<file path="src/rtl/ndf_pkg.sv">
package ndf_pkg;

    localparam int DIVISOR = 9;
    localparam int REM_W   = $clog2(DIVISOR);

    typedef enum logic [1:0] {
        PH_IDLE = 2'd0,
        PH_FLD  = 2'd1,
        PH_QUO  = 2'd2,
        PH_REM  = 2'd3
    } frame_ph_t;

    typedef struct packed {
        logic             qb;
        logic [REM_W-1:0] rm;
    } div_step_t;

    function automatic div_step_t div_step(input logic [REM_W:0] part);
        div_step_t s;
        if (part >= (REM_W+1)'(DIVISOR)) begin
            s.qb = 1'b1;
            s.rm = REM_W'(part - (REM_W+1)'(DIVISOR));
        end else begin
            s.qb = 1'b0;
            s.rm = part[REM_W-1:0];
        end
        return s;
    endfunction

endpackage

</file>
<file path="src/rtl/ndf_seq.sv">
module ndf_seq
    import ndf_pkg::*;
(
    input  logic clk,
    input  logic rst,
    input  logic in_valid,
    output logic take,
    output logic reject,
    output logic ld_fld,
    output logic ld_quo,
    output logic ld_rem
);

    frame_ph_t ph;

    always_comb begin
        take   = in_valid && (ph == PH_IDLE || ph == PH_REM);
        reject = in_valid && !take;
        ld_fld = (ph == PH_FLD);
        ld_quo = (ph == PH_QUO);
        ld_rem = (ph == PH_REM);
    end

    always_ff @(posedge clk) begin
        if (rst) begin
            ph <= PH_IDLE;
        end else if (take) begin
            ph <= PH_FLD;
        end else begin
            unique case (ph)
                PH_FLD:  ph <= PH_QUO;
                PH_QUO:  ph <= PH_REM;
                default: ph <= PH_IDLE;
            endcase
        end
    end


    frame_start_chk: assert property (@(posedge clk) disable iff (rst)
        take |=> (ph == PH_FLD));


    early_strobe_chk: assert property (@(posedge clk) disable iff (rst)
        (in_valid && ph == PH_FLD) |=> (ph == PH_QUO));

endmodule

</file>
<file path="src/rtl/ndf_div9.sv">
module ndf_div9
    import ndf_pkg::*;
#(
    parameter int DIV_W = 12
) (
    input  logic [DIV_W-1:0] dvd,
    output logic [DIV_W-1:0] quo,
    output logic [REM_W-1:0] rem
);

    logic [REM_W-1:0] chain [0:DIV_W];

    assign chain[0] = '0;

    for (genvar i = 0; i < DIV_W; i++) begin : g_stage
        div_step_t st;
        assign st                = div_step({chain[i], dvd[DIV_W-1-i]});
        assign quo[DIV_W-1-i]    = st.qb;
        assign chain[i+1]        = st.rm;
    end

    assign rem = chain[DIV_W];

endmodule

</file>
<file path="src/rtl/ndf_hold_reg.sv">
module ndf_hold_reg #(
    parameter int W = 4
) (
    input  logic         clk,
    input  logic         rst,
    input  logic         ld,
    input  logic [W-1:0] d,
    output logic [W-1:0] q,
    output logic         vld
);

    always_ff @(posedge clk) begin
        if (rst) begin
            q   <= '0;
            vld <= 1'b0;
        end else begin
            vld <= ld;
            if (ld) q <= d;
        end
    end


    hold_value_chk: assert property (@(posedge clk) disable iff (rst)
        !ld |=> $stable(q));

endmodule

</file>
<file path="src/rtl/nine_div_frame.sv">
module nine_div_frame
    import ndf_pkg::*;
#(
    parameter int WORD_W  = 16,
    parameter int FLD_LSB = 0,
    parameter int FLD_W   = 4,
    parameter int DIV_LSB = 4,
    parameter int DIV_W   = 12
) (
    input  logic              clk,
    input  logic              rst,
    input  logic              word_vld,
    input  logic [WORD_W-1:0] word_in,
    output logic [FLD_W-1:0]  fld_out,
    output logic              fld_vld,
    output logic [DIV_W-1:0]  quo_out,
    output logic              quo_vld,
    output logic [REM_W-1:0]  rem_out,
    output logic              rem_vld,
    output logic              proto_err
);

    logic              take, reject, ld_fld, ld_quo, ld_rem;
    logic [WORD_W-1:0] cap_word;
    logic [DIV_W-1:0]  div_q;
    logic [REM_W-1:0]  div_r;

    ndf_seq u_seq (
        .clk      (clk),
        .rst      (rst),
        .in_valid (word_vld),
        .take     (take),
        .reject   (reject),
        .ld_fld   (ld_fld),
        .ld_quo   (ld_quo),
        .ld_rem   (ld_rem)
    );

    always_ff @(posedge clk) begin
        if (rst) begin
            cap_word  <= '0;
            proto_err <= 1'b0;
        end else begin
            proto_err <= reject;
            if (take) cap_word <= word_in;
        end
    end

    // Slow path: cap_word -> quotient register is a two-cycle path,
    // cap_word -> remainder register is a three-cycle path.
    ndf_div9 #(.DIV_W(DIV_W)) u_div (
        .dvd (cap_word[DIV_LSB +: DIV_W]),
        .quo (div_q),
        .rem (div_r)
    );

    ndf_hold_reg #(.W(FLD_W)) u_fld (
        .clk (clk), .rst (rst), .ld (ld_fld),
        .d   (cap_word[FLD_LSB +: FLD_W]),
        .q   (fld_out), .vld (fld_vld)
    );

    ndf_hold_reg #(.W(DIV_W)) u_quo (
        .clk (clk), .rst (rst), .ld (ld_quo),
        .d   (div_q),
        .q   (quo_out), .vld (quo_vld)
    );

    ndf_hold_reg #(.W(REM_W)) u_rem (
        .clk (clk), .rst (rst), .ld (ld_rem),
        .d   (div_r),
        .q   (rem_out), .vld (rem_vld)
    );


    cap_stable_chk: assert property (@(posedge clk) disable iff (rst)
        (ld_fld || ld_quo) |=> $stable(cap_word));


    err_cause_chk: assert property (@(posedge clk) disable iff (rst)
        proto_err |-> $past(word_vld));


    quo_follows_fld_chk: assert property (@(posedge clk) disable iff (rst)
        fld_vld |=> quo_vld);


    rem_follows_quo_chk: assert property (@(posedge clk) disable iff (rst)
        quo_vld |=> rem_vld);


    single_valid_chk: assert property (@(posedge clk) disable iff (rst)
        $onehot0({fld_vld, quo_vld, rem_vld}));


    rem_range_chk: assert property (@(posedge clk) disable iff (rst)
        rem_vld |-> (rem_out < REM_W'(DIVISOR)));

endmodule

</file>
<file path="config.mk">
export PLATFORM = sky130hd
export DESIGN_NAME = nine_div_frame
export DESIGN_NICKNAME = d
export VERILOG_FILES = /design/src/rtl/ndf_pkg.sv /design/src/rtl/ndf_seq.sv /design/src/rtl/ndf_div9.sv /design/src/rtl/ndf_hold_reg.sv /design/src/rtl/nine_div_frame.sv
export SDC_FILE = /design/constraint.sdc
export NUM_CORES = 1
export LEC_CHECK = 0
export BUFFER_PORTS_ARGS = -buffer_cell sky130_fd_sc_hd__buf_2
export CORE_MARGIN = 5
export CORE_UTILIZATION = 46
export CTS_BUF_LIST = sky130_fd_sc_hd__clkbuf_8
export CTS_CLUSTER_SIZE = 24
export DETAILED_ROUTE_END_ITERATION = 8
export PLACE_DENSITY = 0.69
export SYNTH_ARGS = -nofsm -noshare
export SYNTH_HDL_FRONTEND = slang
export SYNTH_HIERARCHICAL = 1
export SYNTH_SLANG_ARGS = --single-unit
</file>
<file path="constraint.sdc">
create_clock -name clk -period 16.75 [get_ports clk]
set_clock_uncertainty 0.15 [all_clocks]
set_input_delay 0.8375 -clock clk [delete_from_list [all_inputs] [get_ports clk]]
set_output_delay 0.8375 -clock clk [all_outputs]
set_load 0.05 [all_outputs]
</file>
[Yosys cells after proc, flatten, opt, wreduce, memory -nomap -nowiden]
Cells that the tools add are included.
Word-level totals
  bits in registers: 42
  input bits: 19
  output and inout port bits: 24
  logic and storage cells: 57
Cells by class
  add/sub/neg operators: 12
  $lt $le $gt $ge: 12
  eq/ne operators: 3
  multiplexer cells: 14
  reductions and logical operators: 6
Operators with widths (number)
  2-to-1 mux 5 bit: 12
  greater-or-equal comparator 5 x 4 -> 1 bit, second input constant: 11
  subtractor 4 bit, second input constant: 11
  == test 2 bit, second input constant: 2
  greater-or-equal comparator 1 x 4 -> 1 bit, second input constant: 1
  one-hot mux 2 bit (2 select lines): 1
  subtractor 1 x 4 -> 4 bit, second input constant: 1
  == test 2 x 1 -> 1 bit, second input constant: 1
  logical AND 1 bit: 2
  logical NOT 2 bit: 1
  OR reduction 2 bit: 1
  logical NOT 1 bit: 1
  logical OR 1 bit: 1
  2-to-1 mux 1 bit: 1

[Longest topological paths before layout]
Gate-level depths: netlist of the first run.
  depth in word-level cells: 24
  gate-level depth with buffers: 37
  gate-level depth less buffers: 35

[Hierarchy]
Netlist of the first run, hierarchy kept.
By module, submodules not included
  ndf_div9: instances 1, cells an instance 254, area each 1863.0 µm², seq. area each 0.0 µm²
  nine_div_frame: instances 1, cells an instance 54, area each 608.1 µm², seq. area each 340.3 µm²
  ndf_hold_reg at u_quo: instances 1, cells an instance 41, area each 467.9 µm², seq. area each 260.2 µm²
  ndf_hold_reg at u_fld ...: instances 2, cells an instance 15, area each 172.7 µm², seq. area each 100.1 µm²
  ndf_seq: instances 1, cells an instance 12, area each 111.4 µm², seq. area each 40.0 µm²

[Worst setup path before layout of the first run]
OpenSTA, ideal clock, no wires.
  path type: register to register
  start: reg cap_word[13]
  end: reg u_rem.q[3]
  library setup time: 0.065 ns
  data arrival time: 7.044 ns
  required time: 16.535 ns
  setup slack: 9.490 ns
  cell stages (with the launch flop): 36
  path buffers: 2
  period minus slack after synthesis: 7.260 ns
  path through: dfxtp_1 inv_1 ha_1 or3_4 a21oi_1 ha_1 nor2_1 o31a_1 ha_1 nor2_1 a21boi_0 o211ai_1 nand4_1 buf_6 nand3_1 o221ai_1 inv_1 ha_1 nand3b_1 a21o_1 buf_6 xnor2_1 ha_1 or2_2 or3_1 o211ai_2 inv_1 a21oi_1 ha_1 inv_1 mux2_2 or3_4 or3_1 o21ai_2 mux2i_1 nor2_1
On the way
  longest elaborated chain between the ends: 20
  elaborated cells on any way between the ends: 30
  classes of those cells: 10 x add/sub; 10 x order compare; 10 x mux
RTL lines
  start, declared: line nine_div_frame.sv:24  | logic [WORD_W-1:0] cap_word;
  start signal, assigned: line nine_div_frame.sv:45  | if (take) cap_word <= word_in;
  subtractor 4 bit or greater-or-equal comparator 5 x 4 -> 1 bit (tied branches): line ndf_pkg.sv:22, ndf_pkg.sv:20
  2-to-1 mux 5 bit (*): line ndf_pkg.sv:20  | if (part >= (REM_W+1)'(DIVISOR)) begin
  subtractor 4 bit or greater-or-equal comparator 5 x 4 -> 1 bit (tied branches): line ndf_pkg.sv:22, ndf_pkg.sv:20
  2-to-1 mux 5 bit (*): line ndf_pkg.sv:20
  subtractor 4 bit or greater-or-equal comparator 5 x 4 -> 1 bit (tied branches): line ndf_pkg.sv:22, ndf_pkg.sv:20
  2-to-1 mux 5 bit (*): line ndf_pkg.sv:20
  subtractor 4 bit or greater-or-equal comparator 5 x 4 -> 1 bit (tied branches): line ndf_pkg.sv:22, ndf_pkg.sv:20
  2-to-1 mux 5 bit (*): line ndf_pkg.sv:20
  [5 not listed]
  2-to-1 mux 5 bit (*): line ndf_pkg.sv:20
  subtractor 4 bit or greater-or-equal comparator 5 x 4 -> 1 bit (tied branches): line ndf_pkg.sv:22, ndf_pkg.sv:20
  2-to-1 mux 5 bit (*): line ndf_pkg.sv:20
  greater-or-equal comparator 5 x 4 -> 1 bit or subtractor 4 bit (tied branches): line ndf_pkg.sv:20, ndf_pkg.sv:22
  2-to-1 mux 5 bit (*): line ndf_pkg.sv:20
  subtractor 4 bit or greater-or-equal comparator 5 x 4 -> 1 bit (tied branches): line ndf_pkg.sv:22, ndf_pkg.sv:20
  2-to-1 mux 5 bit (*): line ndf_pkg.sv:20
  named net div_r[3]: line nine_div_frame.sv:26  | logic [REM_W-1:0] div_r;
  end signal, assigned: line ndf_hold_reg.sv:14  | q <= '0;
  end signal, assigned: line ndf_hold_reg.sv:18  | if (ld) q <= d;
  end, declared: line ndf_hold_reg.sv:8  | output logic [W-1:0] q,
Mark *: on every way through the listed nets, which the timed path passes. The rest lies on a longest branch.
A chain may end at the register's enable or synchronous reset.

[Worst setup path in the final report of the first run]
Same ends and word-level chain as after synthesis.

==> flow_metrics.env, run 1 <==
export IMPL_ios=43
export IMPL_hpwl_um=5470
export IMPL_cts_tree="yes"
export IMPL_r2r_start="cap_word[13]"
export IMPL_relSlewSlack_pct=40.01
export IMPL_drt_wl_total_um=7484
export IMPL_drc=0
export IMPL_clock_sinks=42
export IMPL_start_kind="flip-flop"
export IMPL_end_kind="flip-flop"
export IMPL_syn_cell_area_sq_mm=0.003396
export IMPL_synth_edf_count=0
export IMPL_synth_seq_area_share_pct=24.76
export IMPL_setup_viol=0
export IMPL_crit_required_ps=16830
export IMPL_crit_path_start="cap_word[13]"
export IMPL_gr_usage_all_layers_pct=16.59
export IMPL_crit_slowest_cell="dfxtp_1"
export IMPL_synth_top_cells_by_count="nor2_1 (60), dfxtp_1 (42), mux2i_1 (40)"
export IMPL_cts_reportedPaths_clkPinSlew_ps=90
export IMPL_grt_max_degree=43
export IMPL_cts_setup_buffers=0
export IMPL_ys_seq_elements=42
export IMPL_arrival_ps=8310
export IMPL_nets=453
export IMPL_grt_pass1_vias=2700
export IMPL_synth_most_common_cell="nor2_1"
export IMPL_insertion_delay_ps=290
export IMPL_synth_top_area_share_pct=24.76
export IMPL_finalHoldViolations=0
export IMPL_max_freq_mhz=121.6
export IMPL_drt_iter0_drc=299
export IMPL_fillCellCount=717
export IMPL_numCtsBuffers=5
export IMPL_worstSetupPathType="flip-flop to flip-flop"
export IMPL_yosysTopAreaCell="dfxtp_1"
export IMPL_root_buffer="clkbuf_8"
export IMPL_grt_ovfl_total=0
export IMPL_vias=3021
export IMPL_fin_crit_sh_pct=49.11
export IMPL_syn_inst=391
export IMPL_htreeDepth=2
export IMPL_drive_above_1_share_pct=21.90
export IMPL_cap_violations=0
export IMPL_synthFlopType="dfxtp_1"
export IMPL_port_buffers=42
export IMPL_syn_area_per_cell_sq_um=8.685
export IMPL_diodes=0
export IMPL_die_y_um=95.92
export IMPL_netlist_cell_type_count=88
export IMPL_synth_area_leaders="dfxtp_1 (25%), mux2i_1 (12%), nor2_1 (6.6%)"
export IMPL_drt_pass1_iterations=7
export IMPL_crit_fanout=11
export IMPL_via_per_inst=5.821
export IMPL_max_stage_delay_ps=480
export IMPL_core_sq_mm=0.007214
export IMPL_post_drt_wl_per_cell_um=14.42
export IMPL_place_congestion=0.9117
export IMPL_period_needed_ps=8226
export IMPL_hp_class="flip-flop to flip-flop"
export IMPL_finalSetupTns_ps=0
export IMPL_rows=31
export IMPL_area_growth_syn_to_layout_pct=5.674
export IMPL_outcome="finished clean"
export IMPL_rsz0062_at_grt="false"
export IMPL_worstHoldStart="u_quo/q[6]"
export IMPL_clock_path_buffers=2
export IMPL_async_flop_share_pct=0
export IMPL_antenna_found_initial=0
export IMPL_dieArea_sq_mm=0.009201
export IMPL_finalMaxSlewViolations=0
export IMPL_worst_slew_pin_slew_ps=899.9
export IMPL_initial_utilization_pct=47.07
export IMPL_yosysWarningCount=6
export IMPL_ant_nets=0
export IMPL_cts_resized=0
export IMPL_critPathMostFrequentCell="ha_1"
export IMPL_grt_pass1_wl_um=12510
export IMPL_cts_hold_buf=0
export IMPL_dieWidth_um=95.92
export IMPL_timing_hold_ws_ps=344.8
metrics by stage:
step                      instances  util (%)  setup slack, ps  instance area [sq um]
final                           519     49.74             8524                   3588
after global routing            519     49.74             8076                   3588
after CTS                       519     49.74             8641                   3588
after detailed placement        511     48.42             8688                   3493
after global placement          511     48.42             8984                   3493
after floorplan                 393         -             9490                   3403
worst paths after layout:
kind | to | slack [ps] | cells after the start
hold / removal | u_quo/q[6] | 340 | 2
setup reg to reg | u_rem/q[3] | 8520 | 33
setup / recovery | u_rem/q[3] | 8520 | 33
hold reg to reg | u_quo/q[6] | 340 | 2
worst max-delay path, delay by kind of cell, from the launching register on:
family          cells  cell delay (ps)
xor+xnor            1              190
fa+ha+maj           6             1440
simple gates       11             2760
buf+inv             4              380
mux                 2              350
compound gates      9             2400
flops               1              480
cells by family (layout without fill, tap and decap cells):
family / Yosys count / count (layout) / share of synthesized area (%)
compound gates: 107 / 107 / 25.61
flops: 42 / 42 / 24.76
xor+xnor: 3 / 3 / 0.7739
buf+inv: 41 / 68 / 9.174
simple gates: 139 / 139 / 21.26
other cells: 1 / 3 / 0.1104
mux: 43 / 43 / 12.79
fa+ha+maj: 15 / 15 / 5.527
final cells by class:
cell class                 count  area, sq um  share of cell area (%)
multi-input combinational    310         2251                   62.73
sequential                    42        840.8                   23.43
timing repair buffer          42        210.2                   5.858
tap                           99        123.9                   3.452
clock buffer                   6        82.58                   2.301
inverter                      18        67.56                   1.883
clock inverter                 2        12.51                  0.3487
routing by layer:
metal / part of all wire, % / vias to the layer above / track usage [%]
met5: 0 / - / 0
met4: 0.52 / 0 / 2.844
met3: 7.8 / 8 / 4.066
met2: 42 / 123 / 25.42
met1: 49 / 1408 / 23.83
li1: - / 1482 / -
cells in the final DEF, fill, tap and decap left out, types with 10 or more instances in the layout:
cell and count:
nor3_1 10, inv_1 18, a21oi_1 21, o21ai_0 10
mux2i_1 40, nand2_1 11, buf_2 42, dfxtp_1 42
ha_1 15, nor2_1 60
flip-flops by register name, summed over array words and instances (netlist names):
| name | cells |
|---|---|
| cap_word | 16 |
| u_quo/q | 12 |
| u_fld/q | 4 |
| u_rem/q | 4 |
| u_seq/ph | 2 |
| proto_err | 1 |
| u_fld/vld | 1 |
| u_quo/vld | 1 |
| u_rem/vld | 1 |
Power of run 1 is left out: the tool's default activity adds up to more than one toggle a clock period on the data nets, which glitch-free logic cannot reach.
==> inputs of run 2 (changes only) <==
--- a/config.mk
+++ b/config.mk
@@ -5,13 +5,14 @@
 export SDC_FILE = /design/constraint.sdc
 export NUM_CORES = 1
 export LEC_CHECK = 0
+export ABC_AREA = 1
 export BUFFER_PORTS_ARGS = -buffer_cell sky130_fd_sc_hd__buf_2
 export CORE_MARGIN = 5
 export CORE_UTILIZATION = 46
 export CTS_BUF_LIST = sky130_fd_sc_hd__clkbuf_8
 export CTS_CLUSTER_SIZE = 24
 export DETAILED_ROUTE_END_ITERATION = 8
-export PLACE_DENSITY = 0.69
+export PLACE_DENSITY = 0.72
 export SYNTH_ARGS = -nofsm -noshare
 export SYNTH_HDL_FRONTEND = slang
 export SYNTH_HIERARCHICAL = 1
==> constraint.sdc (replaced) <==
create_clock -name clk -period 6.9 [get_ports clk]
set_clock_uncertainty 0.15 [all_clocks]
set_input_delay 0.345 -clock clk [delete_from_list [all_inputs] [get_ports clk]]
set_output_delay 0.345 -clock clk [all_outputs]
set_load 0.05 [all_outputs]
==> run 2 against run 1 <==
Die area is 11% lower. Cell count is 11% higher. Final area is 8.4% lower. Maximum frequency is 37% higher. Hold slack worse by 150 ps.
==> flow_metrics.env, run 2 <==
export IMPL_ff2ff_path_depth=58
export IMPL_cts_reportedPaths_clkPinSlew_ps=80
export IMPL_grt_ovfl_total=0
export IMPL_crit_path_start="cap_word[13]"
export IMPL_insertion_delay_ps=290
export IMPL_regToRegSetupSlack_ps=910
export IMPL_hpwl_um=4211
export IMPL_cts_hold_buf=0
export IMPL_async_flop_share_pct=0
export IMPL_worstReg2RegEnd="u_rem/q[1]"
export IMPL_finish_utilization_pct=51.76
export IMPL_ys_seq_elements=42
export IMPL_area_growth_syn_to_layout_pct=9.870
export IMPL_crit_required_ps=6940
export IMPL_r2r_start="cap_word[13]"
export IMPL_hold_path_depth=5
export IMPL_synth_seq_area_share_pct=28.11
export IMPL_worst_slew_pin_slew_ps=895.0
export IMPL_cts_resized=0
export IMPL_max_stage_delay_ps=380
export IMPL_vias=2542
export IMPL_synthFlopType="dfxtp_1"
export IMPL_syn_inst=459
export IMPL_port_buffers=42
export IMPL_cts_setup_buffers=0
export IMPL_fillCellCount=631
export IMPL_die_y_um=90.65
export IMPL_yosysTopAreaCell="dfxtp_1"
export IMPL_htreeDepth=2
export IMPL_synth_edf_count=0
export IMPL_start_kind="flip-flop"
export IMPL_largest_reg_flops=16
export IMPL_synth_area_leaders="dfxtp_1 (28%), nand2_1 (15%), nor2_1 (10%)"
export IMPL_core_sq_mm=0.006350
export IMPL_rsz0062_at_grt="false"
export IMPL_hp_class="input pin to flip-flop"
export IMPL_grt_max_degree=33
export IMPL_dieArea_sq_mm=0.008217
export IMPL_relSlewSlack_pct=40.27
export IMPL_ant_nets=0
export IMPL_clock_sinks=42
export IMPL_diodes=0
export IMPL_finalSetupTns_ps=0
export IMPL_timing_hold_ws_ps=190.6
export IMPL_outcome="finished clean"
export IMPL_period_needed_ps=5993
export IMPL_gr_usage_all_layers_pct=13.32
export IMPL_place_congestion=0.8300
export IMPL_nets=531
export IMPL_grt_pass1_wl_um=9584
export IMPL_ios=43
export IMPL_netlist_cell_type_count=32
export IMPL_synth_top_cells_by_count="nand2_1 (116), nor2_1 (81), inv_1 (76)"
export IMPL_drive_above_1_share_pct=24.70
export IMPL_post_drt_wl_per_cell_um=9.320
export IMPL_via_per_inst=4.421
export IMPL_cap_violations=0
export IMPL_final_common_cell="nand2_1"
export IMPL_worstSetupPathType="flip-flop to flip-flop"
export IMPL_yosysWarningCount=6
export IMPL_antenna_found_initial=0
export IMPL_drt_pass1_iterations=4
export IMPL_end_kind="flip-flop"
export IMPL_layout_common_cells="nand2_1 (116), nor2_1 (81), inv_1 (77)"
export IMPL_synth_most_common_cell="nand2_1"
export IMPL_syn_area_per_cell_sq_um=6.518
export IMPL_crit_slowest_cell="dfxtp_1"
export IMPL_cts_tree="yes"
export IMPL_fin_crit_sh_pct=86.86
export IMPL_cp_endpoint="u_rem/q[1]"
export IMPL_critPathMostFrequentCell="nand2_2"
export IMPL_finalHoldViolations=0
export IMPL_clock_path_buffers=2
export IMPL_finalMaxSlewViolations=0
export IMPL_synth_top_area_share_pct=28.11
export IMPL_setup_viol=0
export IMPL_numCtsBuffers=5
export IMPL_root_buffer="clkbuf_8"
export IMPL_top_register="cap_word"
export IMPL_drt_wl_total_um=5359
export IMPL_crit_fanout=5
export IMPL_dieWidth_um=90.65
export IMPL_max_freq_mhz=166.9
export IMPL_largestRegisters="cap_word x16, u_quo/q x12"
export IMPL_drt_iter0_drc=80
export IMPL_grt_pass1_vias=2379
export IMPL_arrival_ps=6040
export IMPL_rows=29
export IMPL_drc=0
export IMPL_syn_cell_area_sq_mm=0.002992
export IMPL_initial_utilization_pct=47.11
run 2: critical path: cells and delay by family, from the launching register on:
family                   cells  cell delay [ps]
AND/OR/NAND/NOR             44             3880
buffers and inverters        9              550
flip-flops                   1              380
adder cells (fa/ha/maj)      5              910
run 2: how the worst min path moves through the flow:
stage                      from      endpoint  slack (ps)
floorplan                   rst   u_seq/ph[0]         260
global placement    u_quo/q[10]   u_quo/q[10]         300
detailed placement  u_quo/q[10]   u_quo/q[10]         310
CTS                 word_in[11]  cap_word[11]         190
global route           word_vld   u_seq/ph[0]         180
finish              word_in[12]  cap_word[12]         190
run 2: layout make-up:
| type | instances | area, sq um | share of cell area [%] |
|---|---|---|---|
| flip-flops and latches | 42 | 840.8 | 25.58 |
| repair buffers | 42 | 210.2 | 6.395 |
| well taps | 77 | 96.34 | 2.931 |
| inverters | 88 | 330.3 | 10.05 |
| clock buffers | 5 | 68.82 | 2.094 |
| clock inverters | 3 | 41.29 | 1.256 |
| multi-input cells | 318 | 1699 | 51.69 |
run 2: stage by stage:
stage,setup WS [ps],cells,cell area [sq um]
after global placement,1204,567,3177
after detailed placement,934.1,567,3177
after floorplan,1530,461,2999
after global routing,230.3,575,3287
final,906.7,575,3287
after CTS,910.8,575,3287
run 2: routing by layer:
metal | wire, um | GRT usage, % | vias up
met2 | 2521 | 23.85 | 27
met3 | 158 | 2.667 | 5
met1 | 2639 | 16.32 | 1099
met5 | 0 | 0 | -
li1 | - | - | 1411
met4 | 40 | 2.854 | 0
run 2: cell families (layout without fill, tap and decap cells):
group                      Yosys count  count (layout)  synth area share (%)
adders and majority gates           15              15                 6.274
AOI/OAI and AO/OA                   11              11                 2.844
and+or+nand+nor                    282             282                 44.50
DFF                                 42              42                 28.11
xor gates and xnor gates             7               7                 2.802
other                                1               3                0.1254
buffers and inverters              101             138                 15.35
Power of run 2 is left out for the same reason.
